## config.mk

```make
export PLATFORM = sky130hd
export DESIGN_NAME = pipe_stage_reg
export DESIGN_NICKNAME = d
export VERILOG_FILES = /design/src/rtl/pipe_stage_pkg.sv /design/src/rtl/stage_ctl.sv /design/src/rtl/stage_field.sv /design/src/rtl/pipe_stage_reg.sv
export SDC_FILE = /design/constraint.sdc
export NUM_CORES = 1
export LEC_CHECK = 0
export BUFFER_PORTS_ARGS = -buffer_cell sky130_fd_sc_hd__buf_2
export CAP_MARGIN = 25
export CORE_AREA = 2 2 39 41
export DETAILED_ROUTE_END_ITERATION = 12
export DIE_AREA = 0 0 41 43
export PLACE_DENSITY = 0.84
export SLEW_MARGIN = 0
export SYNTH_ARGS = -nofsm -noshare
export SYNTH_HDL_FRONTEND = slang
export SYNTH_SLANG_ARGS = --single-unit
```

## constraint.sdc

```tcl
create_clock -name clk -period 1.6 [get_ports clk]
set_clock_uncertainty 0.05 [all_clocks]
set_input_delay 0.16 -clock clk [delete_from_list [all_inputs] [get_ports clk]]
set_output_delay 0.16 -clock clk [all_outputs]
set_load 0.01 [all_outputs]
```

## src/rtl/pipe_stage_pkg.sv

```systemverilog
package pipe_stage_pkg;

  // Encoding of the operation selected by the request pair {flush, hold}
  typedef enum logic [1:0] {
    OP_LOAD   = 2'd0,
    OP_HOLD   = 2'd1,
    OP_BUBBLE = 2'd2,
    OP_FAULT  = 2'd3
  } stage_op_e;

endpackage

```

## src/rtl/stage_ctl.sv

```systemverilog
module stage_ctl
  import pipe_stage_pkg::*;
(
  input  logic      hold_req,
  input  logic      flush_req,
  output stage_op_e op
);

  always_comb begin
    unique case ({flush_req, hold_req})
      2'b00:   op = OP_LOAD;
      2'b01:   op = OP_HOLD;
      2'b10:   op = OP_BUBBLE;
      default: op = OP_FAULT;
    endcase
  end

endmodule

```

## src/rtl/stage_field.sv

```systemverilog
module stage_field
  import pipe_stage_pkg::*;
#(
  parameter int           W          = 8,
  parameter logic [W-1:0] BUBBLE_VAL = '0,
  parameter bit           OVERWRITE  = 1'b0,
  parameter logic [W-1:0] FAULT_VAL  = '0
) (
  input  logic         clk,
  input  logic         rst,
  input  stage_op_e    op,
  input  logic [W-1:0] nxt,
  output logic [W-1:0] q
);

  logic [W-1:0] fault_next;

  // Variant choice: a conflict either writes a code or keeps the field
  generate
    if (OVERWRITE) begin : g_force
      assign fault_next = FAULT_VAL;
    end else begin : g_keep
      assign fault_next = q;
    end
  endgenerate

  always_ff @(posedge clk) begin
    if (rst) begin
      q <= BUBBLE_VAL;
    end else begin
      case (op)
        OP_LOAD:   q <= nxt;
        OP_HOLD:   q <= q;
        OP_BUBBLE: q <= BUBBLE_VAL;
        default:   q <= fault_next;
      endcase
    end
  end

endmodule

```

## src/rtl/pipe_stage_reg.sv

```systemverilog
module pipe_stage_reg
  import pipe_stage_pkg::*;
#(
  parameter int                DATA_W      = 8,
  parameter int                STAT_W      = 3,
  parameter logic [DATA_W-1:0] BUBBLE_DATA = '0,
  parameter logic [STAT_W-1:0] BUBBLE_STAT = 3'd4,
  parameter logic [STAT_W-1:0] FAULT_STAT  = 3'd6
) (
  input  logic              clk,
  input  logic              rst,
  input  logic              hold_req,
  input  logic              flush_req,
  input  logic [DATA_W-1:0] nxt_data,
  input  logic [STAT_W-1:0] nxt_stat,
  output logic [DATA_W-1:0] cur_data,
  output logic [STAT_W-1:0] cur_stat,
  output logic [1:0]        op_code,
  output logic              conflict
);

  stage_op_e op;

  stage_ctl u_ctl (
    .hold_req  (hold_req),
    .flush_req (flush_req),
    .op        (op)
  );

  assign op_code = op;

  // Payload keeps its value on a conflict
  stage_field #(
    .W          (DATA_W),
    .BUBBLE_VAL (BUBBLE_DATA),
    .OVERWRITE  (1'b0),
    .FAULT_VAL  ('0)
  ) u_data (
    .clk (clk),
    .rst (rst),
    .op  (op),
    .nxt (nxt_data),
    .q   (cur_data)
  );

  // Status is overwritten with the error code on a conflict
  stage_field #(
    .W          (STAT_W),
    .BUBBLE_VAL (BUBBLE_STAT),
    .OVERWRITE  (1'b1),
    .FAULT_VAL  (FAULT_STAT)
  ) u_stat (
    .clk (clk),
    .rst (rst),
    .op  (op),
    .nxt (nxt_stat),
    .q   (cur_stat)
  );

  always_ff @(posedge clk) begin
    if (rst) conflict <= 1'b0;
    else     conflict <= (op == OP_FAULT);
  end


  a_r2_hold_keeps: assert property (@(posedge clk) disable iff (rst)
    (hold_req && !flush_req) |=> ($stable(cur_data) && $stable(cur_stat)));


  a_r3_bubble_loads: assert property (@(posedge clk) disable iff (rst)
    (flush_req && !hold_req) |=> (cur_data == BUBBLE_DATA && cur_stat == BUBBLE_STAT));


  a_r4_load_takes_next: assert property (@(posedge clk) disable iff (rst)
    (!flush_req && !hold_req) |=> (cur_data == $past(nxt_data) && cur_stat == $past(nxt_stat)));


  a_r5_fault_status: assert property (@(posedge clk) disable iff (rst)
    (flush_req && hold_req) |=> ($stable(cur_data) && cur_stat == FAULT_STAT));


  a_r6_flag_on_fault: assert property (@(posedge clk) disable iff (rst)
    (flush_req && hold_req) |=> conflict);


  a_r6_flag_clear: assert property (@(posedge clk) disable iff (rst)
    !(flush_req && hold_req) |=> !conflict);


  always_comb begin
    a_r7_code_map: assert (op_code == {flush_req, hold_req});
  end

endmodule

```

==> Word-level counts from Yosys, hierarchy flattened <==
Index checks and enable logic that the tools add are counted.
{ "classes": {"n_reduce_logical": 3, "shift": 0, "n_div": 0, "n_mul": 0, "order_cmp": 0, "n_mux": 3, "bitwise": 0, "n_eq_ne": 5, "n_addsub": 0} }
{ "ops": {"columns": ["operator", "count"], "rows": [
  ["$pmux 8 s2", 1],
  ["$pmux 3 s3", 1],
  ["$eq 2x2->1 const B", 3],
  ["$pmux 2 s3", 1],
  ["$eq 2x1->1 const B", 2],
  ["$logic_not 2->1", 2],
  ["$reduce_bool 2->1", 1]
]} }
{ "word_totals": {"ff_bits": 12, "inputBits": 15, "ram_bits": 0, "output_inout_bits": 14, "mem_count": 0, "rom_bits": 0, "wordCells": 14, "latchBits": 0} }

==> Depth between registers and ports, before layout <==
{ "logic_depth": {"depth_word": 4, "ltp_mapped": 4, "depth_no_buf": 2} }

==> Cells and area by module <==
A second synthesis with hierarchy kept.
{ "hier_totals": {"hier_cells": 51, "hier_area_um2": 524.3} }
{ "by_module_without_submodules": {"columns": ["mod", "cells_each", "seq_area_each_um2", "instances", "area_per_inst_um2"], "rows": [
  ["stage_field at u_data", 36, 160.2, 1, 376.6],
  ["stage_field at u_stat", 11, 60.1, 1, 111.4],
  ["pipe_stage_reg", 2, 20.0, 1, 28.8],
  ["stage_ctl", 2, 0.0, 1, 7.5]
]} }

==> Worst setup path after synthesis <==
Ideal clock, no wire load.
{ "synth_path": {"path_kind": "input to output", "startpoint": "input hold_req", "endpoint": "output op_code[0]", "required_time_ns": 1.390, "setup_slack_ns": 0.534, "arrival_time_ns": 0.856, "path_stages": 2, "path_buffers": 2, "cell_sequence": "buf_6 > dlygate4sd3_1"} }
{ "synth_via": {"elab_chain_len": 2, "word_cells_on_any_way": 4} }
{ "synth_rtl": {"columns": ["element", "line", "text"], "rows": [
  ["start: declaration", "pipe_stage_reg.sv:12", "input logic hold_req,"],
  ["$eq 2x2->1 (tied with other cells)", "stage_ctl.sv:10", "unique case ({flush_req, hold_req})"],
  ["$pmux 2 s3 (*)", "stage_ctl.sv:10", null],
  ["end: declaration", "pipe_stage_reg.sv:18", "output logic [1:0] op_code,"]
]} }
Mark *: on every way between the ends. The rest lies on a longest branch, timed or not.

==> Final worst setup path <==
{ "layout_path": {"startpoint": "register u_data.q[0]", "endpoint": "output cur_data[0]"} }
{ "layout_lines": {"columns": ["element", "line", "text"], "rows": [
  ["start: declaration", "stage_field.sv:13", "output logic [W-1:0] q"],
  ["start signal: assignment", "stage_field.sv:32", "OP_LOAD: q <= nxt;"],
  ["start signal: assignment", "stage_field.sv:33", "OP_HOLD: q <= q;"],
  ["start signal: assignment", "stage_field.sv:35", "default: q <= fault_next;"],
  ["end: declaration", "pipe_stage_reg.sv:16", "output logic [DATA_W-1:0] cur_data,"]
]} }
No word-level cell between the ends.

==> results.yml <==
worst_setup_path:
  slowest_delay_ns: 0.34
  worstSetupStartpointType: "register"
  path_delay_family: "flip-flops"
  cp_slowest_cell: "dfxtp_1"
  critPathKind: "register to primary output"
  setup.worst_path.end_class: "primary output"
  crit_path_cell_trace: "buf_2"
  cp_data_arrival_time_ns: 0.74
  crit_path_max_fanout: 2
  worst_ep_required_time_ns: 1.39
  path_buf_inv: 1
pwr:
  max-vdd-ir-drop_v: 0.0004458
  switching_share: 0.2441
  total_power_uw: 580.4
  clockPowerShare: 0.300
  comb_power_share: 0.155
  leakage_uw: 0.0003314
  pwr-share-seq: 0.545
  power_density_nw_per_um2: 840.3
  p_int_uw: 438.7
  p_switching_uw: 141.7
clock_network:
  htreeDepth: 1
  post_cts.repair.setup_buffers: 0
  root_buffer: "clkbuf_4"
  cts.sinks: 12
  cts_resized: 0
  postCtsHoldBufs: 0
  cts_tree: "done"
  cts_buffers: 3
  clock_latency_ns: 0.26
  path_clk_slew_ns: 0.07
  cts_buffer_depth: 2
grt:
  first_global_vias: 392
  grt_pass1_wl_um: 1552
  antenna_found_initial: 0
  grt.total_usage: 0.1279
  grt.overflow.total: 0
  grt_max_degree: 17
run:
  maxCapViolations: 0
detailed_routing:
  vias: 457
  drt_wl_total_um: 996
  vias_per_cell: 4.811
  wl_per_cell_um: 10.48
  drt_pass1_iterations: 2
  detail_route.iter0.violations: 1
  drc: 0
  ant_nets: 0
logic_synthesis:
  syn_inst: 54
  yosys_warnings: 0
  syn_avg_cell_area_sq_um: 10.54
  synth_nets: 69
  netlist_top_cells_area: "dfxtp_1 42%, o32ai_2 17%, nand2_1 6.6%"
  synth_cell_types: 17
  synth_area_sq_um: 569.3
  synth_top_area_cell: "dfxtp_1"
  synth_top_area_frac: 0.4220
  ys_seq_area_frac: 0.4220
  ys_ff_latch: 12
timing:
  period_needed_ns: 0.9460
  timing.slew.headroom: 0.7331
  period_share: 0.5913
  setup_slack_ns: 0.6540
  setup_tns_ns: 0
  slew_viol_final: 0
  worst_pin_slew_ns: 0.4003
  setup_viol_count_final: 0
  final_hold_viol_count: 0
  rsz0062_at_grt: "no"
  max_freq_ghz: 1.057
layout:
  instances_no_fill: 95
  n_fill_cell: 135
  seqCellArea_sq_um: 240.2
  num_antenna_cells: 0
  area_delta_synth_final_pct: 21.32
  nets: 96
  final_util: 0.4991
  multi_input_area_sq_um: 234.0
  drive_gt1_frac: 0.4937
floorplan:
  fp-row-count: 14
  core_area_sq_um: 1384
  fp.dieH_um: 43
  ios: 29
  die_w_um: 41
  dieArea_sq_um: 1763
  start_util: 0.4114
place:
  dp_slack_ns: 0.4654
  place_inst: 92
  finalWeightedCongestion: 0.5669
  portBuffers: 28
  hpwl_um: 786.8
run_status:
  status: "completed"
min_path:
  hold_class: "input pin to register"
==> cell usage in the layout (no fill, tap or decap), drive strengths merged <==
master,count
nand2,10
mux2i,2
nor3,1
a21oi,2
clkbuf,3
o21ai,1
o32ai,7
or2,1
buf,29
dfxtp,12
inv,7
nor2,2
or3b,2
==> registers in the layout (all words and copies together), names as in the netlist <==
register / flops
u_data.q: 8
conflict: 1
u_stat.q: 3
==> final timing paths <==
| kind | startpoint | endpoint | slack (ns) | cells past startpoint |
|---|---|---|---|---|
| hold reg to reg | u_data.q[7] | u_data.q[7] | 0.41 | 2 |
| setup reg to reg | u_stat.q[1] | u_stat.q[1] | 0.90 | 2 |
| setup / recovery | u_data.q[0] | cur_data[0] | 0.65 | 1 |
| hold / removal | nxt_stat[2] | u_stat.q[2] | 0.06 | 3 |
==> kinds of logic after synthesis <==
family,share of synthesized area
muxes,0.03517
AOI/OAI and AO/OA,0.2461
DFF,0.4220
buffers and inverters,0.1670
and+or+nand+nor,0.1297
==> layout make-up <==
type                       instances  share of cell area
sequential                        12              0.3478
multi-input combinational         28              0.3388
inverter                           7             0.03804
timing repair buffer              29              0.2138
clock buffer                       3             0.03261
tap                               16             0.02899
==> synthesized netlist by cell type (all sizes together) <==
| cell type | number |
|---|---|
| nor3 | 1 |
| a21oi | 2 |
| mux2i | 2 |
| dfxtp | 12 |
| inv | 7 |
| o32ai | 7 |
| o21ai | 1 |
| or2 | 1 |
| buf | 3 |
| nand2 | 10 |
| dlygate4sd3 | 1 |
| nor2 | 2 |
| or3b | 2 |
| clkbuf | 3 |
==> stage by stage <==
step                      hold slack [ns]  cell area (sq um)
after global routing              0.06280              690.7
final                             0.06273              690.7
after global placement             0.3195              668.1
after floorplan                    0.1868              569.3
after detailed placement           0.3304              668.1
after CTS                         0.05554              690.7
==> power by group through the flow <==
stage / combinational (uW) / sequential [uW] / clock (uW)
2_1_floorplan: 61.0 / 329 / 0
3_3_place_gp: 89.6 / 323 / 0
3_5_place_dp: 91.3 / 323 / 0
4_1_cts: 91.6 / 316 / 183
5_1_grt: 99.8 / 318 / 193
6_report: 90.2 / 316 / 174
==> layer usage <==
layer	vias to the layer above	track usage	share of wire
met5	-	0	0
met2	19	0.1875	0.47
met1	207	0.1591	0.44
met4	0	0.06000	0
li1	231	-	-
met3	0	0.04712	0.086
(Power assumes the default switching activity.)
